File: config.mk
export PLATFORM = sky130hd
export DESIGN_NAME = mdc_shuffle4
export DESIGN_NICKNAME = d
export VERILOG_FILES = /design/src/rtl/mdc_pkg.sv /design/src/rtl/mdc_phase_ctr.sv /design/src/rtl/mdc_seg_line.sv /design/src/rtl/mdc_shuffle4.sv
export SDC_FILE = /design/constraint.sdc
export NUM_CORES = 1
export LEC_CHECK = 0
export BUFFER_PORTS_ARGS = -buffer_cell sky130_fd_sc_hd__buf_2
export CAP_MARGIN = 15
export CORE_ASPECT_RATIO = 2
export CORE_UTILIZATION = 40
export DETAILED_ROUTE_END_ITERATION = 12
export PLACE_DENSITY_LB_ADDON = 0.3
export SLEW_MARGIN = 20
export SYNTH_ARGS = -nofsm -noshare
export SYNTH_HDL_FRONTEND = slang
export SYNTH_SLANG_ARGS = --single-unit
File: constraint.sdc
create_clock -name clk -period 2.1 [get_ports clk]
set_clock_uncertainty 0.1 [all_clocks]
set_input_delay 0.525 -clock clk [delete_from_list [all_inputs] [get_ports clk]]
set_output_delay 0.525 -clock clk [all_outputs]
set_load 0.01 [all_outputs]
File: src/rtl/mdc_pkg.sv
package mdc_pkg;
    typedef enum logic [1:0] {
        SEG_A = 2'b00,
        SEG_B = 2'b01,
        SEG_C = 2'b10,
        SEG_D = 2'b11
    } seg_phase_e;
endpackage

File: src/rtl/mdc_phase_ctr.sv
module mdc_phase_ctr
    import mdc_pkg::*;
#(
    parameter int SEG = 2
) (
    input  logic       clk,
    input  logic       rst_n,
    input  logic       en,
    input  logic       sop,
    output seg_phase_e phase,
    output logic       seg_last
);
    localparam int CW = (SEG > 2) ? $clog2(SEG) : 1;

    typedef struct packed {
        logic [CW-1:0] cnt;
        seg_phase_e    ph;
    } ctr_t;

    ctr_t          st_d, st_q;
    logic [CW-1:0] cur_cnt;
    logic [1:0]    nxt_ph;

    always_comb begin
        // a start strobe makes this sample index 0 of segment A
        phase    = sop ? SEG_A : st_q.ph;
        cur_cnt  = sop ? '0 : st_q.cnt;
        seg_last = (cur_cnt == CW'(SEG - 1));
        nxt_ph   = phase + 2'd1;
        st_d     = st_q;
        if (en) begin
            if (seg_last) begin
                st_d.cnt = '0;
                st_d.ph  = seg_phase_e'(nxt_ph);
            end else begin
                st_d.cnt = cur_cnt + CW'(1);
                st_d.ph  = phase;
            end
        end
    end

    always_ff @(posedge clk) begin
        if (!rst_n) begin
            st_q <= '{cnt: '0, ph: SEG_A};
        end else begin
            st_q <= st_d;
        end
    end

    // a start strobe realigns the counter to the second sample of A
    assert_sop_align_R6: assert property (@(posedge clk) disable iff (!rst_n)
        (en && sop) |=> (st_q.ph == SEG_A && st_q.cnt == CW'(1)));

    // a disabled cycle leaves the counter untouched
    assert_ctr_frozen_R5: assert property (@(posedge clk) disable iff (!rst_n)
        !en |=> ($stable(st_q.cnt) && $stable(st_q.ph)));
endmodule

File: src/rtl/mdc_seg_line.sv
module mdc_seg_line #(
    parameter int DATA_W = 16,
    parameter int DEPTH  = 2
) (
    input  logic              clk,
    input  logic              rst_n,
    input  logic              shift,
    input  logic [DATA_W-1:0] din,
    output logic [DATA_W-1:0] dout
);
    logic [DEPTH-1:0][DATA_W-1:0] mem_d, mem_q;

    always_comb begin
        mem_d = mem_q;
        if (shift) begin
            mem_d[0] = din;
            for (int i = 1; i < DEPTH; i++) begin
                mem_d[i] = mem_q[i-1];
            end
        end
    end

    always_ff @(posedge clk) begin
        if (!rst_n) begin
            mem_q <= '0;
        end else begin
            mem_q <= mem_d;
        end
    end

    assign dout = mem_q[DEPTH-1];
endmodule

File: src/rtl/mdc_shuffle4.sv
module mdc_shuffle4
    import mdc_pkg::*;
#(
    parameter int DATA_W = 16,
    parameter int SEG    = 2
) (
    input  logic              clk,
    input  logic              rst_n,
    input  logic              en,
    input  logic              sop,
    input  logic [DATA_W-1:0] in_data,
    output logic              out_valid,
    output logic [DATA_W-1:0] out_data
);
    typedef struct packed {
        logic              live;
        logic              tail;
        logic              vld;
        logic [DATA_W-1:0] data;
    } shuf_t;

    shuf_t             st_d, st_q;
    seg_phase_e        phase;
    logic              seg_last;
    logic              park_shift;
    logic              sel_vld;
    logic [DATA_W-1:0] late_out, park_out, sel_data;

    mdc_phase_ctr #(.SEG(SEG)) u_ctr (
        .clk      (clk),
        .rst_n    (rst_n),
        .en       (en),
        .sop      (sop),
        .phase    (phase),
        .seg_last (seg_last)
    );

    // every sample runs through the one-segment delay line
    mdc_seg_line #(.DATA_W(DATA_W), .DEPTH(SEG)) u_late (
        .clk   (clk),
        .rst_n (rst_n),
        .shift (en),
        .din   (in_data),
        .dout  (late_out)
    );

    // the holding buffer takes B in and gives it out during D
    mdc_seg_line #(.DATA_W(DATA_W), .DEPTH(SEG)) u_park (
        .clk   (clk),
        .rst_n (rst_n),
        .shift (park_shift),
        .din   (in_data),
        .dout  (park_out)
    );

    always_comb begin
        park_shift = en && (phase == SEG_B || phase == SEG_D);
        unique case (phase)
            SEG_A:   begin sel_data = late_out; sel_vld = st_q.tail; end
            SEG_B:   begin sel_data = late_out; sel_vld = st_q.live; end
            SEG_C:   begin sel_data = in_data;  sel_vld = st_q.live; end
            default: begin sel_data = park_out; sel_vld = st_q.live; end
        endcase

        st_d     = st_q;
        st_d.vld = 1'b0;
        if (en) begin
            st_d.vld  = sel_vld;
            st_d.data = sel_data;
            if (sop) begin
                st_d.live = 1'b1;
            end else if (phase == SEG_D && seg_last) begin
                st_d.live = 1'b0;
            end
            if (phase == SEG_D && seg_last && st_q.live) begin
                st_d.tail = 1'b1;
            end else if (phase == SEG_A && seg_last) begin
                st_d.tail = 1'b0;
            end
        end
    end

    always_ff @(posedge clk) begin
        if (!rst_n) begin
            st_q <= '0;
        end else begin
            st_q <= st_d;
        end
    end

    assign out_valid = st_q.vld;
    assign out_data  = st_q.data;

    // during a live C segment the input reaches the output one edge later
    assert_c_bypass_R2: assert property (@(posedge clk) disable iff (!rst_n)
        (en && !sop && phase == SEG_C && st_q.live) |=> (out_valid && out_data == $past(in_data)));

    // a frozen edge drops valid and holds the data
    assert_freeze_R5: assert property (@(posedge clk) disable iff (!rst_n)
        !en |=> (!out_valid && $stable(out_data)));

    // an A-phase cycle with nothing left to drain emits nothing
    assert_idle_quiet_R7: assert property (@(posedge clk) disable iff (!rst_n)
        (en && phase == SEG_A && !st_q.tail) |=> !out_valid);

    // output valid is low straight after reset
    assert_reset_quiet_R1: assert property (@(posedge clk)
        !rst_n |=> !out_valid);
endmodule

# [Word level (Yosys, flattened, before mapping)]
# Index checks and enable logic that the tools add are counted.
[classes] n_eq_ne=3 bitwise=0 n_div=0 mux=9 shift=0 multipliers=0 addsub=2 n_lt_le_gt_ge=0 reduce_logical=12
[op_table] cell="$pmux 16 s2" count=1
[op_table] cell="$mux 1" count=6
[op_table] cell="$reduce_and 2->1" count=3
[op_table] cell="$eq 2x2->1 const B" count=2
[op_table] cell="$logic_and 1x1->1" count=4
[op_table] cell="$reduce_bool 2->1" count=2
[op_table] cell="$mux 3" count=1
[op_table] cell="$add 2x1->2 const B" count=1
[op_table] cell="$eq 2x1->1 const B" count=1
[op_table] cell="$logic_not 2->1" count=1
[op_table] cell="$mux 2" count=1
[op_table] cell="$reduce_or 2->1" count=1
[op_table] cell="$add 1x1->1 const B" count=1
[op_table] cell="$logic_or 1x1->1" count=1
[totals] latchBits=0 reg_bits=86 input_bits=20 ram_bits=0 rom_bits=0 memories=0

# [Logic depth before layout (Yosys ltp)]
# Gate-level depths: netlist of the first run.
[logic_depth] ltp_word=6 depth_mapped=6 mapped_depth_nobuf=4

# [Modules after synthesis]
# A second synthesis of the first run with hierarchy kept.
[hier_totals] hier_cells=380 area_unflattened_um2=4139.0
[by_module_without_submodules] module="mdc_seg_line" instances=2 area_per_inst_um2=1363.8 cells_each=119
[by_module_without_submodules] module="mdc_shuffle4" instances=1 area_per_inst_um2=1251.2 cells_each=124
[by_module_without_submodules] module="mdc_phase_ctr" instances=1 area_per_inst_um2=160.2 cells_each=18

# [Worst setup path before layout of the first run]
# No wires, ideal clock.
[synth_timing] path_type="input port to flip-flop" from="input port sop" to="register u_ctr.st_q[1] (netlist name)" n_path_buf=1 path_stages=5 required_time_ns=1.882 slack_ns=0.615 t_arrival_ns=1.266 cell_sequence="nand2b_4 -> buf_6 -> ha_1 -> a22oi_1 -> nor2b_1"
[synth_between] elab_chain_cells=3
[synth_lines] element="start, declared" line="mdc_shuffle4.sv:10" text="input logic sop,"
[synth_lines] element="$mux 2" line="mdc_phase_ctr.sv:26" text="phase = sop ? SEG_A : st_q.ph;"
[synth_lines] element="$add 2x1->2" line="mdc_phase_ctr.sv:29" text="nxt_ph = phase + 2'd1;"
[synth_lines] element="$mux 3 (*)" line="mdc_phase_ctr.sv:32" text="if (seg_last) begin"
[synth_lines] element="end signal, assigned" line="mdc_phase_ctr.sv:44" text="st_q <= '{cnt: '0, ph: SEG_A};"
[synth_lines] element="end signal, assigned" line="mdc_phase_ctr.sv:46" text="st_q <= st_d;"
[synth_lines] element="end, declared" line="mdc_phase_ctr.sv:20" text="ctr_t st_d, st_q;"
# Mark *: on every way between the ends. The rest lies on a longest branch, timed or not.
# A chain may end at the register's enable or synchronous reset.

# [Worst setup path in the final report of the first run]
[layout_timing] from="register u_ctr.st_q[0] (netlist name)" to="register u_park.mem_q[15] (netlist name)"
[layout_between] elab_chain_cells=4
[layout_lines] element="$mux 2 (*)" line="mdc_phase_ctr.sv:26"
[layout_lines] element="$eq 2x1->1 or $eq 2x2->1 (tied branches)" line="mdc_shuffle4.sv:57" text="park_shift = en && (phase == SEG_B || phase == SEG_D);"
[layout_lines] element="$logic_or 1x1->1 (*)" line="mdc_shuffle4.sv:57"
[layout_lines] element="$logic_and 1x1->1 (*)" line="mdc_shuffle4.sv:57"
[layout_lines] element="end signal, assigned" line="mdc_seg_line.sv:27" text="mem_q <= mem_d;"
[layout_lines] element="end, declared" line="mdc_seg_line.sv:11" text="logic [DEPTH-1:0][DATA_W-1:0] mem_d, mem_q;"
# Marked as above.

==> impl_metrics.prom, run 1 <==
# TYPE chip_impl_metric gauge
chip_impl_info{name="status",value="finished, final reports clean"} 1
chip_impl_metric{name="max_cap_violations",unit=""} 0
chip_impl_metric{name="multi_input_comb_area",unit="mm^2"} 0.00178
chip_impl_metric{name="drive_above_1_share",unit=""} 0.169
chip_impl_metric{name="critPathRequiredTime",unit="ps"} 2260
chip_impl_metric{name="ir_drop",unit="mV"} 0.425
chip_impl_metric{name="fill_cells",unit=""} 921
chip_impl_metric{name="report.final.setup_viol",unit=""} 0
chip_impl_metric{name="detailed_place_hpwl",unit="um"} 4680
chip_impl_info{name="regToRegEndpoint",value="u_park.mem_q[15]"} 1
chip_impl_metric{name="placed_cells_incl_taps",unit=""} 501
chip_impl_metric{name="area_delta_synth_final",unit="%"} 11.1
chip_impl_metric{name="hold_buf_count_cts",unit=""} 0
chip_impl_metric{name="clk-insertion-delay-late",unit="ps"} 340
chip_impl_info{name="r2r_start",value="u_ctr.st_q[0]"} 1
chip_impl_metric{name="synth_seq_area_share",unit=""} 0.454
chip_impl_metric{name="grt_usage",unit=""} 0.155
chip_impl_metric{name="global_route.overflow_total",unit=""} 0
chip_impl_metric{name="route.detailed.drc",unit=""} 0
chip_impl_info{name="synth_top_cells_by_area",value="dfxtp_1 (45%), mux2i_1 (13%), nor2b_1 (8.4%)"} 1
chip_impl_metric{name="syn_inst",unit=""} 398
chip_impl_metric{name="detailedRoute.firstPassIterationCount",unit=""} 6
chip_impl_metric{name="postCtsSetupRepairBufs",unit=""} 0
chip_impl_metric{name="finalCriticalPeriod",unit="ps"} 1560
chip_impl_metric{name="synth.ff_latch_count",unit=""} 86
chip_impl_metric{name="finalCritPeriodShare",unit=""} 0.743
chip_impl_info{name="cts_tree",value="yes"} 1
chip_impl_info{name="min-delay-start",value="in_data[2]"} 1
chip_impl_metric{name="dr.first_iter.drc_count",unit=""} 144
chip_impl_info{name="hp-class",value="primary input to flop"} 1
chip_impl_metric{name="worstRegToRegCells",unit=""} 5
chip_impl_metric{name="maximum_number_of_pins_on_one_net_before_global_route_repair",unit=""} 51
chip_impl_metric{name="finish.utilization",unit=""} 0.456
chip_impl_metric{name="report.final.slew_viol_count",unit=""} 0
chip_impl_metric{name="fraction_of_post_synthesis_cell_area_in_the_top_cell_type_by_area",unit=""} 0.454
chip_impl_metric{name="top_level_ports",unit=""} 37
chip_impl_metric{name="max_slew_margin",unit=""} 0.736
chip_impl_metric{name="max_freq",unit="GHz"} 0.641
chip_impl_metric{name="finish.cell_count_without_fillers",unit=""} 517
chip_impl_info{name="cp-end-kind",value="flop"} 1
chip_impl_info{name="critPathKind",value="flop to flop"} 1
chip_impl_metric{name="number_of_diodes",unit=""} 0
chip_impl_info{name="rsz0062_at_grt",value="no"} 1
chip_impl_metric{name="synth_fp_nets",unit=""} 419
chip_impl_metric{name="timing.hold.worst_path_depth",unit=""} 3
chip_impl_metric{name="coreArea",unit="mm^2"} 0.00926
chip_impl_metric{name="design.die.area",unit="mm^2"} 0.00990
chip_impl_info{name="critical_path.startpoint_type",value="flop"} 1
chip_impl_metric{name="rows",unit=""} 50
chip_impl_metric{name="average_wire_per_cell_in_the_routed_design",unit="um"} 13.8
chip_impl_metric{name="cts-buffers-inserted",unit=""} 9
chip_impl_metric{name="number_of_nets_with_antenna_violations_after_detailed_routing",unit=""} 0
chip_impl_metric{name="synth.yosys.warnings",unit=""} 0
chip_impl_metric{name="static-leakage-power",unit="nW"} 1.72
chip_impl_metric{name="globalplace.congestion",unit=""} 0.694
chip_impl_metric{name="final-hold-violation-count",unit=""} 0
chip_impl_metric{name="cts_repair_resize_count",unit=""} 0
chip_impl_metric{name="initial_utilization",unit=""} 0.410
chip_impl_metric{name="num-nets-final",unit=""} 429
chip_impl_metric{name="number_of_global_route_vias_before_repair",unit=""} 2422
chip_impl_metric{name="cts_num_sinks",unit=""} 86
chip_impl_metric{name="die_h",unit="um"} 140
chip_impl_metric{name="worst_setup_hold_path_clk_slew",unit="ps"} 60
chip_impl_info{name="post-synth-top-area-cell",value="dfxtp_1"} 1
chip_impl_metric{name="cts-htree-levels",unit=""} 3
chip_impl_metric{name="route.final.wire_length",unit="um"} 7150
chip_impl_metric{name="ff2ff_setup_slack",unit="ps"} 540
chip_impl_metric{name="yosysUniqueCellTypes",unit=""} 26
chip_impl_metric{name="routed_via_density",unit=""} 5.08
chip_impl_metric{name="seqCellArea",unit="mm^2"} 0.00172
chip_impl_metric{name="worstPathArrival",unit="ps"} 1720
chip_impl_metric{name="path_max_fanout",unit=""} 32
chip_impl_metric{name="grt_first_pass_wirelength",unit="um"} 11800
chip_impl_metric{name="netlist_area",unit="mm^2"} 0.00379
chip_impl_metric{name="power_density",unit="mW/mm^2"} 812
chip_impl_metric{name="clock_tree.buffer_depth",unit=""} 2
chip_impl_info{name="cts-root-buf",value="clkbuf_16"} 1
chip_impl_info{name="hold-path-endpoint",value="u_park.mem_q[2]"} 1
chip_impl_metric{name="antenna_found_initial",unit=""} 0
chip_impl_metric{name="timing_worst_slew_pin_value",unit="ps"} 396
chip_impl_metric{name="syn-mean-instance-area",unit="um^2"} 9.53
chip_impl_metric{name="fp.dieW",unit="um"} 70.9
chip_impl_metric{name="dr_total_vias",unit=""} 2628
chip_impl_metric{name="setup-tns-final",unit="ps"} 0
chip_impl_metric{name="io_buffer_count",unit=""} 36
power breakdown:
| group | switching (mW) | internal, mW |
|---|---|---|
| Combinational | 0.116 | 0.114 |
| Clock | 0.607 | 0.894 |
| Sequential | 0.0219 | 1.67 |
metrics by stage:
stage	instance area, um^2	worst slack (ps)	power, mW	hold WS [ps]
global route	4220	374	3.56	346
CTS	4220	499	3.48	338
finish	4220	540	3.42	345
detailed placement	3930	419	1.96	343
floorplan	3790	615	1.90	331
global placement	3930	428	1.96	335
cells by family (layout without fill, tap and decap cells):
group,count (synthesis),in the layout,synth area share
AOI/OAI and AO/OA,56,56,0.114
adders and majority gates,1,1,0.00330
buffers and inverters,45,60,0.0785
and+or+nand+nor,161,161,0.221
DFF,86,86,0.454
muxes,49,49,0.129
registers in the layout, summed over array words and instances, names as in the netlist:
signal and count:
u_park.mem_q 16, u_late.mem_q 16, st_q 2, out_valid 1, out_data 16, u_ctr.st_q 3, u_late.dout 16, u_park.dout 16
cell usage after synthesis, drive strengths merged:
master,n
a21oi,1
nor2b,51
mux2i,49
nand2,65
nor2,19
clkbuf,9
dfxtp,86
nand3b,3
o21ai,2
a22oi,2
buf,36
o21a,2
nand4,2
and3,16
o31a,16
nand2b,3
ha,1
and3b,2
a21boi,33
worst max-delay path, cell delays in order (launching register included):
cell      delay (ps)
dfxtp_1          310
buf_4            360
and3b_1          280
buf_12           200
nand2_1           70
a21boi_0         160
cell usage in the layout, fill, tap and decap left out, types with 2 or more instances in the layout:
master	count
and3_1	8
nor2_1	19
and3_2	8
and3b_1	2
buf_4	3
nand4_1	2
o21a_1	2
o31a_1	16
clkinv_2	2
dfxtp_1	86
clkbuf_16	9
a21boi_0	14
nor2b_1	51
buf_12	5
mux2i_1	49
nand2_1	65
a21boi_1	19
a22oi_1	2
buf_2	36
o21ai_0	2
nand2b_1	2
clkbuf_8	3
per-layer routing:
layer | part of all wire | wire length [um] | up-vias | global-route usage
met5 | 0 | 0 | - | 0
met2 | 0.49 | 3500 | 40 | 0.254
li1 | - | - | 1339 | -
met4 | 0.022 | 156 | 0 | 0.0726
met1 | 0.45 | 3230 | 1236 | 0.186
met3 | 0.038 | 270 | 13 | 0.0427
worst max path at each step:
| stage | startpoint | endpoint | slack, ps | cells after the start |
|---|---|---|---|---|
| 3_5_place_dp | en | out_data[10] | 420 | 4 |
| 2_1_floorplan | sop | u_ctr.st_q[1] | 620 | 5 |
| 4_1_cts | u_ctr.st_q[0] | u_park.dout[9] | 500 | 5 |
| 5_1_grt | u_ctr.st_q[0] | u_park.mem_q[15] | 370 | 5 |
| 3_3_place_gp | sop | u_ctr.st_q[1] | 430 | 5 |
| 6_report | u_ctr.st_q[0] | u_park.mem_q[15] | 540 | 5 |
layout make-up:
type,count,share of cell area
well taps,104,0.0309
clock inverters,3,0.00415
clock buffers,13,0.0641
flip-flops and latches,86,0.408
repair buffers,44,0.0718
multi-input cells,267,0.421
Note: power is estimated with default switching activity, not from simulation.
==> run 2, diff against run 1 <==
==> constraint.sdc (replaced) <==
create_clock -name clk -period 1.4 [get_ports clk]
set_clock_uncertainty 0.1 [all_clocks]
set_input_delay 0.35 -clock clk [delete_from_list [all_inputs] [get_ports clk]]
set_output_delay 0.35 -clock clk [all_outputs]
set_load 0.01 [all_outputs]
==> run 2 against run 1 <==
Compared with the run above: combinational power rose by 66%; worst setup slack got worse by 470 ps; cell count rose by 2.3%; flip-flop and latch count did not move; cell area rose by 2.6%; clock power rose by 41%.
==> impl_metrics.prom, run 2 (same netlist as run 1, synthesis figures left out) <==
# TYPE chip_impl_metric gauge
chip_impl_metric{name="top_level_ports",unit=""} 37
chip_impl_metric{name="global_route.overflow_total",unit=""} 0
chip_impl_metric{name="antenna_found_initial",unit=""} 0
chip_impl_info{name="r2r_start",value="u_ctr.st_q[0]"} 1
chip_impl_metric{name="drive_above_1_share",unit=""} 0.188
chip_impl_info{name="layout.cells.most_common_list",value="dfxtp_1 (85), nand2_1 (65), nor2b_1 (51)"} 1
chip_impl_info{name="worst_setup_path_endpoint",value="u_ctr.st_q[1]"} 1
chip_impl_info{name="layout.cells.most_common",value="dfxtp_1"} 1
chip_impl_metric{name="globalplace.congestion",unit=""} 0.741
chip_impl_metric{name="die_h",unit="um"} 140
chip_impl_metric{name="io_buffer_count",unit=""} 36
chip_impl_info{name="rsz0062_at_grt",value="no"} 1
chip_impl_metric{name="max_freq",unit="GHz"} 0.749
chip_impl_metric{name="grt_first_pass_wirelength",unit="um"} 12300
chip_impl_info{name="critical_path.slowest_cell",value="dfxtp_4"} 1
chip_impl_metric{name="cts-buffers-inserted",unit=""} 9
chip_impl_metric{name="dpl_worst_slack",unit="ps"} -84.4
chip_impl_metric{name="detailedRoute.firstPassIterationCount",unit=""} 7
chip_impl_metric{name="finalCriticalPeriod",unit="ps"} 1340
chip_impl_metric{name="fill_cells",unit=""} 897
chip_impl_metric{name="final-hold-violation-count",unit=""} 0
chip_impl_metric{name="path_max_fanout",unit=""} 12
chip_impl_metric{name="clock_tree.buffer_depth",unit=""} 2
chip_impl_metric{name="max_slew_margin",unit=""} 0.833
chip_impl_metric{name="number_of_nets_with_antenna_violations_after_detailed_routing",unit=""} 0
chip_impl_metric{name="cp_slowest_stage_delay",unit="ps"} 370
chip_impl_info{name="regToRegEndpoint",value="u_ctr.st_q[1]"} 1
chip_impl_metric{name="route.final.wire_length",unit="um"} 7360
chip_impl_metric{name="cts_num_sinks",unit=""} 86
chip_impl_metric{name="final_design_area_no_fill",unit="mm^2"} 0.00433
chip_impl_metric{name="cts_repair_resize_count",unit=""} 0
chip_impl_metric{name="rows",unit=""} 50
chip_impl_info{name="critical_path.startpoint",value="u_ctr.st_q[0]"} 1
chip_impl_metric{name="critPathRequiredTime",unit="ps"} 1520
chip_impl_metric{name="worstRegToRegCells",unit=""} 5
chip_impl_info{name="critical_path.startpoint_type",value="flop"} 1
chip_impl_info{name="cp_cell_sequence",value="buf_8 > nand2b_1 > ha_1 > a22oi_1 > nor2b_1"} 1
chip_impl_metric{name="dr.first_iter.drc_count",unit=""} 162
chip_impl_metric{name="num-nets-final",unit=""} 441
chip_impl_metric{name="route.detailed.drc",unit=""} 0
chip_impl_metric{name="worstPathArrival",unit="ps"} 1450
chip_impl_metric{name="number_of_diodes",unit=""} 0
chip_impl_metric{name="clk-insertion-delay-late",unit="ps"} 330
chip_impl_metric{name="worst_setup_hold_path_clk_slew",unit="ps"} 60
chip_impl_metric{name="area_delta_synth_final",unit="%"} 14.0
chip_impl_metric{name="report.final.slew_viol_count",unit=""} 0
chip_impl_info{name="cp-end-kind",value="flop"} 1
chip_impl_metric{name="initial_utilization",unit=""} 0.410
chip_impl_info{name="cts_tree",value="yes"} 1
chip_impl_metric{name="timing.hold.worst_path_depth",unit=""} 3
chip_impl_metric{name="ir_drop",unit="mV"} 0.627
chip_impl_metric{name="place_area",unit="mm^2"} 0.00405
chip_impl_metric{name="average_wire_per_cell_in_the_routed_design",unit="um"} 13.9
chip_impl_info{name="status",value="finished, final reports clean"} 1
chip_impl_info{name="cts-root-buf",value="clkbuf_16"} 1
chip_impl_metric{name="maximum_number_of_pins_on_one_net_before_global_route_repair",unit=""} 47
chip_impl_metric{name="report.final.setup_viol",unit=""} 0
chip_impl_metric{name="timing_worst_slew_pin_value",unit="ps"} 251
chip_impl_metric{name="power_density",unit="mW/mm^2"} 1170
chip_impl_metric{name="design.die.area",unit="mm^2"} 0.00990
chip_impl_metric{name="finish.utilization",unit=""} 0.467
chip_impl_metric{name="routed_via_density",unit=""} 4.97
chip_impl_metric{name="dr_total_vias",unit=""} 2631
chip_impl_metric{name="grt_usage",unit=""} 0.157
chip_impl_info{name="critPathKind",value="flop to flop"} 1
chip_impl_metric{name="cts-htree-levels",unit=""} 3
chip_impl_metric{name="max_cap_violations",unit=""} 0
chip_impl_info{name="hp-class",value="primary input to flop"} 1
chip_impl_metric{name="finalWorstSetupSlack",unit="ps"} 64.9
chip_impl_metric{name="coreArea",unit="mm^2"} 0.00926
chip_impl_metric{name="detailed_place_hpwl",unit="um"} 4860
chip_impl_metric{name="number_of_global_route_vias_before_repair",unit=""} 2494
chip_impl_metric{name="static-leakage-power",unit="nW"} 1.78
chip_impl_metric{name="hold_buf_count_cts",unit=""} 0
chip_impl_metric{name="fp.dieW",unit="um"} 70.9
chip_impl_metric{name="finalCritPeriodShare",unit=""} 0.954
chip_impl_metric{name="ff2ff_setup_slack",unit="ps"} 60
chip_impl_metric{name="postCtsSetupRepairBufs",unit=""} 0
## run 2: final cells by class
| type | instances | area [um^2] | share of cell area |
|---|---|---|---|
| Multi-Input combinational cell | 267 | 1780 | 0.411 |
| Tap cell | 104 | 130 | 0.0301 |
| Sequential cell | 86 | 1730 | 0.399 |
| Clock inverter | 1 | 5.00 | 0.00116 |
| Clock buffer | 15 | 258 | 0.0596 |
| Timing Repair Buffer | 56 | 429 | 0.0992 |
## run 2: worst min path at each step
stage | start | endpoint
after detailed placement | u_park.mem_q[14] | u_park.dout[14]
final | in_data[4] | u_park.mem_q[4]
after CTS | in_data[5] | u_park.mem_q[5]
after floorplan | u_park.mem_q[0] | u_park.dout[0]
after global routing | in_data[2] | u_park.mem_q[2]
after global placement | u_park.mem_q[8] | u_park.dout[8]
## run 2: per-stage QoR
| step | total power, mW | setup TNS [ps] | hold slack (ps) | instances |
|---|---|---|---|---|
| final | 5.04 | 0 | 186 | 529 |
| after global routing | 5.25 | 0 | 187 | 529 |
| after CTS | 5.11 | -59.0 | 177 | 529 |
| after detailed placement | 2.98 | -2460 | 343 | 513 |
| after global placement | 2.97 | -1350 | 334 | 513 |
| after floorplan | 2.84 | 0 | 331 | 398 |
## run 2: layer usage
layer,part of all wire,GRT usage,vias up
li1,-,-,1358
met1,0.46,0.195,1233
met2,0.49,0.255,33
met3,0.028,0.0377,7
met4,0.014,0.0705,0
met5,0,0,-
## run 2: critical path: cells and delay by family (launching register included)
family,cells,cell delay [ps]
AND/OR/NAND/NOR,2,150
AO/OA/AOI/OAI,1,170
adder cells (fa/ha/maj),1,290
buffers and inverters,1,150
flip-flops,1,370
## run 2: where the power goes
group	internal [mW]	switching, mW
clock network	1.25	0.868
registers	2.51	0.0347
logic	0.200	0.182
total	3.96	1.09
==> run 3, diff against run 2 <==
--- a/config.mk
+++ b/config.mk
@@ -10,6 +10,7 @@
 export CORE_ASPECT_RATIO = 2
 export CORE_UTILIZATION = 40
 export DETAILED_ROUTE_END_ITERATION = 12
+export MAX_ROUTING_LAYER = met4
 export PLACE_DENSITY_LB_ADDON = 0.3
 export SLEW_MARGIN = 20
 export SYNTH_ARGS = -nofsm -noshare
==> run 3 against run 2 <==
Compared with the run above: first-iteration DRC count is 7.4% higher; die area stayed put; routed wire length hardly changed; critical endpoint unchanged; largest power group unchanged.
==> impl_metrics.prom, run 3 (same netlist as run 1, synthesis figures left out) <==
# TYPE chip_impl_metric gauge
chip_impl_metric{name="initial_utilization",unit=""} 0.410
chip_impl_metric{name="max_freq",unit="GHz"} 0.749
chip_impl_metric{name="dr_total_vias",unit=""} 2625
chip_impl_metric{name="maximum_number_of_pins_on_one_net_before_global_route_repair",unit=""} 47
chip_impl_info{name="cts-root-buf",value="clkbuf_16"} 1
chip_impl_metric{name="coreArea",unit="mm^2"} 0.00926
chip_impl_metric{name="clk-insertion-delay-late",unit="ps"} 330
chip_impl_info{name="critical_path.startpoint_type",value="flop"} 1
chip_impl_metric{name="globalplace.congestion",unit=""} 0.753
chip_impl_metric{name="seqCellArea",unit="mm^2"} 0.00173
chip_impl_metric{name="dpl_worst_slack",unit="ps"} -84.4
chip_impl_metric{name="placed_cells_incl_taps",unit=""} 513
chip_impl_metric{name="finish.cell_count_without_fillers",unit=""} 529
chip_impl_metric{name="cts-htree-levels",unit=""} 3
chip_impl_metric{name="rows",unit=""} 50
chip_impl_metric{name="multi_input_comb_area",unit="mm^2"} 0.00178
chip_impl_metric{name="grt_first_pass_wirelength",unit="um"} 12300
chip_impl_info{name="status",value="finished, final reports clean"} 1
chip_impl_metric{name="global_route.usage.met2",unit=""} 0.255
chip_impl_metric{name="clock_tree.buffer_depth",unit=""} 2
chip_impl_metric{name="routed_via_density",unit=""} 4.96
chip_impl_metric{name="max_slew_margin",unit=""} 0.833
chip_impl_metric{name="detailed_place_hpwl",unit="um"} 4860
chip_impl_metric{name="drive_above_1_share",unit=""} 0.188
chip_impl_metric{name="worstRegToRegCells",unit=""} 5
chip_impl_info{name="cp_cell_sequence",value="buf_8 > nand2b_1 > ha_1 > a22oi_1 > nor2b_1"} 1
chip_impl_metric{name="route.final.wire_length",unit="um"} 7350
chip_impl_info{name="grt.busiest_layer",value="met2"} 1
chip_impl_info{name="rsz0062_at_grt",value="no"} 1
chip_impl_metric{name="number_of_nets_with_antenna_violations_after_detailed_routing",unit=""} 0
chip_impl_metric{name="cts_num_sinks",unit=""} 86
chip_impl_metric{name="power_density",unit="mW/mm^2"} 1170
chip_impl_metric{name="global_route.overflow_total",unit=""} 0
chip_impl_metric{name="antenna_found_initial",unit=""} 0
chip_impl_metric{name="ir_drop",unit="mV"} 0.627
chip_impl_metric{name="dr.first_iter.drc_count",unit=""} 174
chip_impl_info{name="hp-class",value="primary input to flop"} 1
chip_impl_metric{name="finalCriticalPeriod",unit="ps"} 1340
chip_impl_metric{name="worst_setup_hold_path_clk_slew",unit="ps"} 60
chip_impl_metric{name="static-leakage-power",unit="nW"} 1.78
chip_impl_metric{name="number_of_global_route_vias_before_repair",unit=""} 2498
chip_impl_metric{name="critPathRequiredTime",unit="ps"} 1520
chip_impl_metric{name="die_h",unit="um"} 140
chip_impl_metric{name="hold_buf_count_cts",unit=""} 0
chip_impl_metric{name="route.detailed.drc",unit=""} 0
chip_impl_metric{name="num-nets-final",unit=""} 441
chip_impl_metric{name="fill_cells",unit=""} 897
chip_impl_metric{name="report.final.slew_viol_count",unit=""} 0
chip_impl_metric{name="fp.dieW",unit="um"} 70.9
chip_impl_metric{name="use_met1",unit=""} 0.195
chip_impl_metric{name="use_met3",unit=""} 0.0311
chip_impl_metric{name="finalWorstSetupSlack",unit="ps"} 64.3
chip_impl_metric{name="io_buffer_count",unit=""} 36
chip_impl_info{name="critical_path.slowest_cell",value="dfxtp_4"} 1
chip_impl_metric{name="top_level_ports",unit=""} 37
chip_impl_metric{name="report.final.setup_viol",unit=""} 0
chip_impl_metric{name="number_of_diodes",unit=""} 0
chip_impl_metric{name="design.die.area",unit="mm^2"} 0.00990
chip_impl_metric{name="worstPathArrival",unit="ps"} 1450
chip_impl_metric{name="grt_usage",unit=""} 0.161
chip_impl_metric{name="final-hold-violation-count",unit=""} 0
chip_impl_metric{name="area_delta_synth_final",unit="%"} 14.0
chip_impl_info{name="critical_path.startpoint",value="u_ctr.st_q[0]"} 1
chip_impl_info{name="worst_setup_path_endpoint",value="u_ctr.st_q[1]"} 1
chip_impl_metric{name="average_wire_per_cell_in_the_routed_design",unit="um"} 13.9
chip_impl_metric{name="finish.utilization",unit=""} 0.467
chip_impl_info{name="layout.cells.most_common_list",value="dfxtp_1 (85), nand2_1 (65), nor2b_1 (51)"} 1
chip_impl_info{name="regToRegEndpoint",value="u_ctr.st_q[1]"} 1
chip_impl_info{name="cp-end-kind",value="flop"} 1
chip_impl_metric{name="cts-buffers-inserted",unit=""} 9
chip_impl_metric{name="timing_worst_slew_pin_value",unit="ps"} 251
chip_impl_metric{name="ff2ff_setup_slack",unit="ps"} 60
chip_impl_info{name="critPathKind",value="flop to flop"} 1
chip_impl_metric{name="detailedRoute.firstPassIterationCount",unit=""} 6
chip_impl_info{name="cts_tree",value="yes"} 1
chip_impl_metric{name="finalCritPeriodShare",unit=""} 0.954
chip_impl_info{name="r2r_start",value="u_ctr.st_q[0]"} 1
chip_impl_info{name="layout.cells.most_common",value="dfxtp_1"} 1
chip_impl_metric{name="max_cap_violations",unit=""} 0
chip_impl_metric{name="cp_slowest_stage_delay",unit="ps"} 370
chip_impl_metric{name="path_max_fanout",unit=""} 12
==> run 3: routing by layer <==
layer / vias up / wire length [um]
met5: - / 0
met4: 0 / 129
met2: 37 / 3600
met1: 1220 / 3420
met3: 10 / 202
li1: 1358 / -
==> run 3: worst min path at each step <==
stage / depth (start not counted) / slack, ps / from / end
after floorplan: 2 / 330 / u_park.mem_q[0] / u_park.dout[0]
after global placement: 2 / 330 / u_park.mem_q[8] / u_park.dout[8]
after detailed placement: 2 / 340 / u_park.mem_q[14] / u_park.dout[14]
after CTS: 3 / 180 / in_data[5] / u_park.mem_q[5]
after global routing: 3 / 190 / in_data[2] / u_park.mem_q[2]
final: 3 / 190 / in_data[4] / u_park.mem_q[4]
==> run 3: report_power, final <==
part	internal, mW	switching (mW)	leakage [nW]
sequential	2.51	0.0348	0.699
clock	1.25	0.867	0.128
combinational	0.200	0.182	0.949
total	3.96	1.08	1.78
==> run 3: layout make-up <==
class,instances,share of cell area
timing repair buffer,56,0.0992
clock inverter,1,0.00116
sequential,86,0.399
tap,104,0.0301
clock buffer,15,0.0596
multi-input combinational,267,0.411
==> run 3: stage by stage <==
step | total power [mW] | cell area, um^2 | hold WS (ps) | TNS (ps)
6_report | 5.04 | 4330 | 186 | 0
5_1_grt | 5.25 | 4330 | 190 | 0
4_1_cts | 5.11 | 4310 | 177 | -59.0
3_5_place_dp | 2.98 | 4050 | 343 | -2460
3_3_place_gp | 2.97 | 4050 | 334 | -1350
2_1_floorplan | 2.84 | 3790 | 331 | 0
==> run 3: critical path, delay by kind of cell (launching register included) <==
family                     cells  cell delay, ps
DFF                            1             370
adders and majority gates      1             290
AOI/OAI and AO/OA              1             170
and+or+nand+nor                2             150
buffers and inverters          1             150
==> run 3: what timing repair did <==
action | in CTS | in global routing
buffers inserted | 0 | 0
resized for setup | 0 | 6
setup endpoints to repair | 4 | 17
